`src/rtl/sram_window.sv`:
```
module sram_window #(
  parameter int MEM_AW = 10,
  parameter int OFS_W  = 12,
  parameter logic [OFS_W-1:0] OFS_RPTR = 12'h40C,
  parameter logic [OFS_W-1:0] OFS_WPTR = 12'h410,
  parameter logic [OFS_W-1:0] OFS_WDAT = 12'h418,
  parameter logic [OFS_W-1:0] OFS_RDAT = 12'h41C
) (
  input  logic              clk,
  input  logic              rst,
  input  logic              hst_wr_en,
  input  logic [OFS_W-1:0]  hst_wr_addr,
  input  logic [31:0]       hst_wr_data,
  input  logic              hst_rd_en,
  input  logic [OFS_W-1:0]  hst_rd_addr,
  output logic [31:0]       hst_rd_data,
  output logic              mem_en,
  output logic              mem_we,
  output logic [MEM_AW-1:0] mem_addr,
  output logic [31:0]       mem_wdata,
  input  logic [31:0]       mem_rdata
);
  localparam logic [31:0] STEP = 32'd4;

  logic [31:0] rptr, wptr, rbuf, rptr_nxt, wptr_nxt, rword;
  logic        pend_q, rdq;
  logic        ld_rptr, ld_wptr, put_word, take_word, pf_req;

  assign ld_rptr   = hst_wr_en && (hst_wr_addr == OFS_RPTR);
  assign ld_wptr   = hst_wr_en && (hst_wr_addr == OFS_WPTR);
  assign put_word  = hst_wr_en && (hst_wr_addr == OFS_WDAT);
  assign take_word = hst_rd_en && (hst_rd_addr == OFS_RDAT);

  assign rptr_nxt = ld_rptr   ? {hst_wr_data[31:2], 2'b00} :
                    take_word ? rptr + STEP : rptr;
  assign wptr_nxt = ld_wptr   ? {hst_wr_data[31:2], 2'b00} :
                    put_word  ? wptr + STEP : wptr;

  assign pf_req    = ld_rptr || take_word || pend_q;
  assign mem_en    = put_word || pf_req;
  assign mem_we    = put_word;
  assign mem_addr  = put_word ? wptr[MEM_AW+1:2] : rptr_nxt[MEM_AW+1:2];
  assign mem_wdata = hst_wr_data;

  assign rword = rdq ? mem_rdata : rbuf;

  always_comb begin
    case (hst_rd_addr)
      OFS_RPTR: hst_rd_data = rptr;
      OFS_WPTR: hst_rd_data = wptr;
      OFS_RDAT: hst_rd_data = rword;
      default:  hst_rd_data = 32'd0;
    endcase
  end

  always_ff @(posedge clk) begin
    if (rst) begin
      rptr   <= 32'd0;
      wptr   <= 32'd0;
      rbuf   <= 32'd0;
      pend_q <= 1'b0;
      rdq    <= 1'b0;
    end else begin
      rptr   <= rptr_nxt;
      wptr   <= wptr_nxt;
      pend_q <= pf_req && put_word;
      rdq    <= pf_req && !put_word;
      if (rdq) rbuf <= mem_rdata;
    end
  end

  AST_WRITE_ISSUED: assert property (@(posedge clk) disable iff (rst)
    put_word |-> (mem_en && mem_we && mem_addr == wptr[MEM_AW+1:2]));
  AST_WPTR_STEP: assert property (@(posedge clk) disable iff (rst)
    put_word |=> (wptr == $past(wptr) + STEP));
  AST_RPTR_STEP: assert property (@(posedge clk) disable iff (rst)
    (take_word && !ld_rptr) |=> (rptr == $past(rptr) + STEP));
  AST_LOAD_ALIGNED: assert property (@(posedge clk) disable iff (rst)
    ld_rptr |=> (rptr[1:0] == 2'b00));
  AST_DEFERRED_FETCH: assert property (@(posedge clk) disable iff (rst)
    (put_word && (ld_rptr || take_word)) |=> mem_en);
  AST_IGNORED_WRITE: assert property (@(posedge clk) disable iff (rst)
    (hst_wr_en && hst_wr_addr == OFS_RDAT && !take_word) |=> ($stable(rptr) && $stable(wptr)));
  AST_WE_NEEDS_EN: assert property (@(posedge clk) disable iff (rst)
    mem_we |-> mem_en);
endmodule

```
`config.mk`:
```
export PLATFORM = sky130hd
export DESIGN_NAME = sram_window
export DESIGN_NICKNAME = d
export VERILOG_FILES = /design/src/rtl/sram_window.sv
export SDC_FILE = /design/constraint.sdc
export NUM_CORES = 1
export LEC_CHECK = 0
export BUFFER_PORTS_ARGS = -buffer_cell sky130_fd_sc_hd__buf_2
export CORE_MARGIN = 2
export CORE_UTILIZATION = 32
export CTS_CLUSTER_DIAMETER = 30
export CTS_CLUSTER_SIZE = 30
export DETAILED_ROUTE_END_ITERATION = 12
export PLACE_DENSITY = 0.65
export SKIP_CTS_REPAIR_TIMING = 1
export SLEW_MARGIN = 5
export SYNTH_ARGS = -nofsm -noshare
export SYNTH_HDL_FRONTEND = slang
export SYNTH_SLANG_ARGS = --single-unit
```
`constraint.sdc`:
```
create_clock -name clk -period 1.8 [get_ports clk]
set_input_delay 0.09 -clock clk [delete_from_list [all_inputs] [get_ports clk]]
set_output_delay 0.09 -clock clk [all_outputs]
set_load 0.05 [all_outputs]
```
==> results of run 1 <==
synthesized netlist by cell type (2+ instances only):
cell type,instances,area [µm²]
a211oi_1,28,210
a21o_1,4,30.0
a21oi_1,31,155
a22o_1,3,26.3
a22oi_1,4,30.0
a311oi_1,2,17.5
a31oi_1,4,25.0
and2_1,5,31.3
and3_1,8,50.1
and4_1,13,114
buf_1,9,33.8
buf_2,4,20.0
buf_4,32,240
buf_6,2,22.5
clkbuf_1,47,176
dfxtp_1,94,1880
ha_1,2,25.0
inv_1,12,45.0
mux2i_1,39,390
nand2_1,102,383
nand2b_1,5,31.3
nand3_1,32,160
nand3b_1,2,15.0
nand4_1,17,106
nor2_1,81,304
nor2b_1,7,43.8
nor3_1,19,95.1
nor3b_1,3,22.5
nor4_1,16,100
nor4_2,2,25.0
nor4_4,4,85.1
o211a_1,3,30.0
o211ai_1,3,22.5
o21a_1,8,60.1
o21ai_0,87,435
o22ai_1,7,43.8
o31a_1,6,52.6
o31ai_1,5,37.5
o32ai_1,5,43.8
or3_1,9,56.3
or3_4,2,22.5
xnor2_1,22,193
per-stage QoR:
step | cell area [µm²] | setup WS [ns] | util, %
after floorplan | 6500 | -0.125 | -
final | 9720 | -0.365 | 52.1
after global placement | 7970 | -0.256 | 42.7
after global routing | 9720 | -0.401 | 52.1
after CTS | 8280 | -0.567 | 44.4
after detailed placement | 7970 | -0.295 | 42.7
power by group through the flow:
stage	logic, mW	registers (mW)	clock network [mW]
floorplan	0.354	2.12	0
global placement	0.520	2.12	0
detailed placement	0.523	2.12	0
CTS	0.524	2.08	2.08
global route	0.623	2.07	2.15
finish	0.588	2.07	2.05
sequential cells by signal, summed over array words and instances, names as in the netlist:
register,count
rbuf,32
rptr,30
wptr,30
pend_q,1
rdq,1
routing by layer:
layer | GRT usage (%) | vias up
met5 | 0 | -
met4 | 5.11 | 0
met3 | 4.22 | 37
met2 | 30.5 | 324
met1 | 30.4 | 3283
li1 | - | 3309
kinds of logic after synthesis:
kind of cell / after synthesis / synth area share (%)
simple gates: 333 / 28.3
compound gates: 205 / 20.9
buf+inv: 108 / 9.30
flops: 94 / 31.2
mux: 40 / 6.65
xor+xnor: 23 / 3.34
fa+ha+maj: 2 / 0.414
layout make-up:
class                           instances  area, µm²  share of cell area, %
Clock buffer                           12        256                   2.64
Clock inverter                          4       52.6                  0.541
Inverter                               13       48.8                  0.502
Multi-Input combinational cell        603       4820                   49.6
Sequential cell                        94       1900                   19.6
Tap cell                              234        293                   3.01
Timing Repair Buffer                  298       2340                   24.1
path summary, 6_finish.rpt:
| path | depth (start not counted) | to |
|---|---|---|
| min | 3 | rbuf[26]$_SDFF_PP0_ |
| max | 6 | mem_addr[7] |
| max reg2reg | 7 | rptr[26]$_SDFFE_PP0P_ |
| min reg2reg | 2 | rbuf[25]$_SDFF_PP0_ |
critical path, cell delays in order, from the launching register on:
cell     delay (ns)
dfxtp_2        0.35
nand3_2        0.07
or3_4          0.36
or3_1          0.36
a31o_4         0.27
o21ai_4        0.14
buf_6          0.17
==> metrics.txt, run 1 <==
row count 50; layout cell share with drive strength beyond 1 48.6%; Placed Cells 1215; sequential element share of the synthesized area between 30% and 40%; Total Power between 4 and 5 mW; setup repair after global routing missed its margin yes; total number of vias 6953; commonest non-fill, non-tap cells in the layout buf_2, buf_4, nand2_1; non-filler cells, final 1258; reported leakage power 3.99 nW; sequential group share of total power between 40% and 50%; synthesized flop and latch total 94; Top Ports approximately 170; net switching fraction of the power 27.4%; Final nets 1113; most common flop cell mapped by yosys dfxtp_1; width of the chip 141 µm; effective utilization at floorplan 32.4%; startpoint of the tightest hold check path mem_rdata[26]; H-tree Lvls 3; cell area after synthesis between 0.006 and 0.007 mm²; cell-internal power 3.42 mW; most common cell after layout, fill and taps aside buf_2; count of distinct cell types in the synthesized netlist 57; peak clock frequency supported by timing 0.462 GHz; number of antenna violations at the first check in global routing 0; number of iterations in the first detailed-routing pass 5; outcome complete, but fails checks; detailed-route wire length on metal 1 10600 µm; post-synthesis async set-or-reset flop share 0%; area of the die 0.0200 mm²; number of DRC markers after the initial detailed-route iteration 552; Final Skew roughly 0.0087 ns; type of origin of the critical path register; failing checks negative hold slack, negative setup slack; layout overhead on the synthesized area 60.9%; total track usage between 20% and 30%; Mapped Nets 899; final critical delay including setup and external delays 2.17 ns; Routed Antenna Nets 0; Final Hold Vio Count 4; aggregate routed wire length 23200 µm; clock slew at reported path FFs 0.07 ns; uppermost layer routed met4; setup total negative slack -3.12 ns; area of the core ~0.019 mm²; min setup slack post-route -0.365 ns; Net Sw Power ~1.3 mW; type of the worst setup path reg -> out; vias in the first global route a little under 6k; number of enable-type register cells in the synthesized netlist 0; number of warnings issued by yosys 0; Avg Inst Size Synth 7.50 µm²; critical path startpoint rptr[3]$_SDFF_PP0_; cell at the root of the clock tree clkbuf_16; required time of the critical path 1.71 ns; fill cell count 1665; Max Root-Sink Buffers 2; max-cap check violation count 0; largest net degree at the start of global routing 42; Die H 141 µm; power density over the cells just under 500 mW/mm²; clk_lat worst skew 0.36 ns; Worst EP arrival 2.08 ns; TritonCTS clock tree done; kind of end point of the critical path output port; number of clock sinks seen by CTS 94; portion of the clock cycle consumed by the worst path in the final layout 120%; FF-to-FF setup slack -0.12 ns; largest fanout on the critical path 4; fraction of power consumed by combinational cells 12.5%; quantity of I/O buffers inserted on ports 163; slew at the pin with the worst max-slew slack roughly 0.47 ns; metal2 WL between 10000 and 15000 µm; final setup violation count 32; global-route wire length before repair roughly 32000 µm; wire length on met3 1790 µm; Clock power frac 43.5%; worst slew margin relative to its limit 69.0%; Tightest Hold Check Type in -> reg; routability congestion estimate 0.876; placed wire-length estimate 16200 µm; antenna diode count 0; Cells after Synth 805; Max rail drop VDD 0.000469 V; mean routed wirelength per cell 18.4 µm; global route total overflow 0; final-layout worst hold slack -0.00447 ns; max-slew violations 0; DRC Markers 0; worst flop-to-flop path startpoint rptr[2]$_SDFF_PP0_; number of buffers added by the clock tree synthesis step 9; number of vias per cell after detailed routing 5.53
No activity file was read; power rests on OpenSTA's default activity.
==> run 2, diff against run 1 <==
--- a/config.mk
+++ b/config.mk
@@ -8,10 +8,10 @@
 export BUFFER_PORTS_ARGS = -buffer_cell sky130_fd_sc_hd__buf_2
 export CORE_MARGIN = 2
 export CORE_UTILIZATION = 32
+export CTS_BUF_LIST = sky130_fd_sc_hd__clkbuf_4
 export CTS_CLUSTER_DIAMETER = 30
 export CTS_CLUSTER_SIZE = 30
 export DETAILED_ROUTE_END_ITERATION = 12
-export PLACE_DENSITY = 0.65
 export SKIP_CTS_REPAIR_TIMING = 1
 export SLEW_MARGIN = 5
 export SYNTH_ARGS = -nofsm -noshare
==> run 2 against run 1 <==
Net effect: the run ends with negative setup slack left; combinational power increased by 19%; first-iteration DRC count down 5.1%; setup slack worse by 0.16 ns; design area up 7.2%.
==> metrics.txt, run 2 (synthesized netlist as in run 1, its figures left out) <==
Top Ports around 170; global-route wire length before repair 33400 µm; min setup slack post-route -0.521 ns; portion of the clock cycle consumed by the worst path in the final layout 129%; mean routed wirelength per cell roughly 19 µm; total number of vias between 7k and 8k; power density over the cells 383 mW/mm²; required time of the critical path 1.71 ns; area of the die 0.0200 mm²; vias in the first global route just over 6k; TritonCTS clock tree done; number of antenna violations at the first check in global routing 1; Final Skew 0.0262 ns; setup repair after global routing missed its margin yes; fill cell count 1643; max-slew violations 0; most common cell after layout, fill and taps aside buf_2; type of the worst setup path reg -> out; row count 50; reported leakage power 4.23 nW; type of origin of the critical path register; failing checks negative setup slack; final critical delay including setup and external delays 2.32 ns; Placed Instance Area 0.00804 mm²; number of DRC markers after the initial detailed-route iteration 524; Max Root-Sink Buffers 2; Finished Cell Area about 0.010 mm²; number of buffers added by the clock tree synthesis step 9; number of vias per cell after detailed routing 5.35; Total Power ~4.0 mW; register bank with the most flops rbuf; quantity of I/O buffers inserted on ports 163; Max rail drop VDD 0.000237 V; clock slew at reported path FFs 0.15 ns; global route total overflow 0; clk_lat worst skew 0.50 ns; effective utilization at floorplan between 30% and 40%; max-cap check violation count 0; routability congestion estimate 0.868; Final Hold Vio Count 0; Final nets 1187; layout overhead on the synthesized area 72.6%; Die H 141 µm; Worst EP arrival roughly 2.2 ns; Cell Chain, Critical Path and4_4 -> nand3_1 -> or4_4 -> o211ai_1 -> and3_4 -> buf_8; kind of end point of the critical path output port; aggregate routed wire length 24800 µm; cell at the root of the clock tree clkbuf_4; final setup violation count 51; layout cell share with drive strength beyond 1 46.9%; slew at the pin with the worst max-slew slack 0.653 ns; placed wire-length estimate 16300 µm; Tightest Hold Check Type in -> reg; number of iterations in the first detailed-routing pass 5; DRC Markers 0; total track usage 21.3%; final-layout worst hold slack between 0.05 and 0.06 ns; worst slew margin relative to its limit between 50% and 60%; largest registers in the final layout rbuf (32), rptr (30), wptr (30); CP peak stage delay 0.52 ns; max reg flops 32; H-tree Lvls 3; peak clock frequency supported by timing 0.431 GHz; standard cell with the maximum stage delay on the critical path or4_4; Routed Antenna Nets 0; setup total negative slack -10.30 ns; outcome complete, but fails checks; largest net degree at the start of global routing 88; largest fanout on the critical path 3; area of the core 0.0186 mm²; Final Util 55.9%; width of the chip 141 µm; number of clock sinks seen by CTS 94; commonest non-fill, non-tap cells in the layout buf_2, buf_4, nand2_1
run 2: cell types whose count changed in the layout (fill, tap and decap cells not counted), moves of 6 or more:
cell           change
buf_12             +6
clkbuf_16          -7
clkbuf_4           +7
dfxtp_1            -6
dfxtp_2            +6
dlygate4sd3_1     +59
mux2i_2            -7
mux2i_4            +9
run 2: final timing paths:
kind	startpoint	endpoint	slack, ns	cells after the start
min	hst_wr_addr[3]	wptr[27]$_SDFFE_PP0P_	0.06	3
max	rptr[5]$_SDFF_PP0_	mem_addr[9]	-0.52	6
max reg2reg	rptr[3]$_SDFF_PP0_	rptr[26]$_SDFFE_PP0P_	-0.17	8
min reg2reg	rbuf[29]$_SDFF_PP0_	rbuf[29]$_SDFF_PP0_	0.53	2
run 2: final cells by class:
class                   count  area [µm²]  area share [%]
inverters                  13        48.8           0.468
flip-flops and latches     94        1910            18.3
clock buffers               9        67.6           0.648
repair buffers            372        3170            30.4
diodes                      1        2.50          0.0240
well taps                 234         293            2.81
clock inverters             7        65.1           0.624
multi-input cells         603        4870            46.7
run 2: power by group:
part | internal, mW | switching (mW) | total [mW]
logic | 0.269 | 0.429 | 0.698
clock network | 0.414 | 0.806 | 1.22
registers | 2.08 | 0.000321 | 2.08
total | 2.76 | 1.24 | 4.00
run 2: per-stage QoR:
step                cells  setup slack (ns)
floorplan             805            -0.125
global placement     1217            -0.280
detailed placement   1217            -0.310
CTS                  1233            -0.767
global route         1333            -0.645
finish               1333            -0.521
run 2: worst max-delay path, delay by kind of cell, from the launching register on:
family          cells  cell delay, ns
buf+inv             1            0.14
flops               1            0.39
simple gates        4            1.11
compound gates      1            0.11
run 2: per-layer routing:
metal / global-route usage, % / up-vias / wire length (µm) / part of all wire, %
li1: - / 3459 / - / -
met1: 31.8 / 3384 / 11200 / 45
met2: 31.5 / 270 / 11500 / 47
met3: 4.05 / 25 / 1700 / 6.8
met4: 4.89 / 0 / 302 / 1.2
met5: 0 / - / 0 / 0
==> run 3, diff against run 2 <==
--- a/config.mk
+++ b/config.mk
@@ -5,13 +5,14 @@
 export SDC_FILE = /design/constraint.sdc
 export NUM_CORES = 1
 export LEC_CHECK = 0
-export BUFFER_PORTS_ARGS = -buffer_cell sky130_fd_sc_hd__buf_2
+export BUFFER_PORTS_ARGS = -buffer_cell sky130_fd_sc_hd__buf_4
 export CORE_MARGIN = 2
 export CORE_UTILIZATION = 32
 export CTS_BUF_LIST = sky130_fd_sc_hd__clkbuf_4
 export CTS_CLUSTER_DIAMETER = 30
 export CTS_CLUSTER_SIZE = 30
 export DETAILED_ROUTE_END_ITERATION = 12
+export RECOVER_POWER = 100
 export SKIP_CTS_REPAIR_TIMING = 1
 export SLEW_MARGIN = 5
 export SYNTH_ARGS = -nofsm -noshare
==> run 3 against run 2 <==
Net effect: design area rose by 2.2%; worst hold slack lost 0.088 ns; combinational power rose by 7.3%; largest cell class unchanged; the run ends with negative hold slack, negative setup slack left; critical path type unchanged; via count grew 1.7%; sequential power is essentially flat.
==> metrics.txt, run 3 (synthesized netlist as in run 1, its figures left out) <==
outcome complete, but fails checks; failing checks negative hold slack, negative setup slack; min setup slack post-route -0.532 ns; number of vias per cell after detailed routing around 5.4; type of origin of the critical path register; cell family contributing the most delay on the critical path simple AND/OR/NAND/NOR gates; number of clock sinks seen by CTS 94; clock slew at reported path FFs 0.16 ns; FF-to-FF setup slack -0.24 ns; Worst EP arrival 2.24 ns; reported leakage power 4.33 nW; power density over the cells 394 mW/mm²; global-route wire length before repair 33000 µm; largest net degree at the start of global routing 64; area used by multi-input combinational logic between 0.004 and 0.005 mm²; number of DRC markers after the initial detailed-route iteration 734; Finished Cell Area 0.0107 mm²; final critical delay including setup and external delays 2.33 ns; Top Ports roughly 170; standard cell with the maximum stage delay on the critical path dfxtp_2; Final Hold Vio Count 1; number of iterations in the first detailed-routing pass 5; worst slew margin relative to its limit 49.8%; portion of the clock cycle consumed by the worst path in the final layout 130%; number of buffers added by the clock tree synthesis step 9; max reg flops 32; largest fanout on the critical path 5; most common cell after layout, fill and taps aside buf_4; width of the chip roughly 140 µm; max-cap check violation count 0; Final nets 1200; final setup violation count 61; routability congestion estimate ~0.89; fill cell count 1655; largest registers in the final layout rbuf (32), rptr (30), wptr (30); layout overhead on the synthesized area 76.4%; number of antenna violations at the first check in global routing 1; quantity of I/O buffers inserted on ports ~160; setup repair after global routing missed its margin yes; aggregate routed wire length about 26000 µm; Final Util 57.1%; row count 50; global route total overflow 0; Max rail drop VDD 0.000281 V; clk_lat worst skew 0.50 ns; Final Skew approximately 0.026 ns; Die H 141 µm; placed wire-length estimate roughly 17000 µm; non-filler cells, final 1346; total track usage 21.2%; area of the die 0.0200 mm²; Placed Instance Area between 0.008 and 0.009 mm²; Placed Cells around 1.2k; mean routed wirelength per cell between 15 and 20 µm; type of the worst setup path reg -> out; TritonCTS clock tree done; effective utilization at floorplan around 32%; Tightest Hold Check Type in -> reg; CP peak stage delay 0.38 ns; Max Root-Sink Buffers 2; area of the core between 0.015 and 0.02 mm²; cell at the root of the clock tree clkbuf_4; DRC Markers 0; register bank with the most flops rbuf; final-layout worst hold slack -0.0285 ns; H-tree Lvls 3; vias in the first global route 5786; sequential cell area 0.00190 mm²; number of buffer and inverter stages on the critical path 1; commonest non-fill, non-tap cells in the layout buf_4, nand2_1, dfxtp_1; Cell Chain, Critical Path nand3_1 -> or3_4 -> or3_1 -> a31o_2 -> o21ai_4 -> buf_6; max-slew violations 0; slew at the pin with the worst max-slew slack 0.752 ns; peak clock frequency supported by timing 0.429 GHz; setup slack at placement -0.238 ns; kind of end point of the critical path output port; required time of the critical path 1.71 ns; layout cell share with drive strength beyond 1 42.4%; total number of vias 7262; Routed Antenna Nets 0
[run 3: stage by stage]
step                      power, mW  TNS (ns)
after floorplan                2.48     -1.15
after global placement         2.73     -4.90
after detailed placement       2.73     -7.54
after CTS                      4.09    -12.59
after global routing           4.35    -22.82
final                          4.20    -17.59
[run 3: worst register-to-register path: stages, from the launching register on]
cell and delay (ns):
dfxtp_1 0.63, clkbuf_16 0.30, buf_8 0.13, mux2i_4 0.26
nor2_1 0.06, dlygate4sd3_1 0.56
[run 3: layout make-up]
class / instances / share of cell area [%]
Sequential cell: 94 / 17.8
Clock inverter: 6 / 0.810
Antenna cell: 1 / 0.0235
Inverter: 13 / 0.458
Multi-Input combinational cell: 603 / 45.4
Timing Repair Buffer: 385 / 32.1
Tap cell: 234 / 2.75
Clock buffer: 10 / 0.705
[run 3: power breakdown]
part           leakage, nW  switching [mW]  total (mW)  internal [mW]
logic                 3.49           0.437       0.749          0.311
registers            0.761        0.000300        2.08           2.08
clock network       0.0763           0.799        1.37          0.573
[run 3: worst paths after layout]
kind	to	start	cells past startpoint
min reg2reg	rbuf[16]$_SDFF_PP0_	rbuf[16]$_SDFF_PP0_	2
max reg2reg	rbuf[0]$_SDFF_PP0_	rdq$_SDFF_PP0_	5
min	wptr[9]$_SDFFE_PP0P_	hst_wr_data[9]	3
max	mem_addr[7]	rptr[2]$_SDFF_PP0_	6
[run 3: routing by layer]
metal  vias to the layer above  part of all wire [%]  GRT usage [%]
met3                        27                   6.9           3.44
met2                       300                    46           30.3
li1                       3476                     -              -
met1                      3459                    46           33.1
met5                         -                     0              0
met4                         0                   1.1           4.63
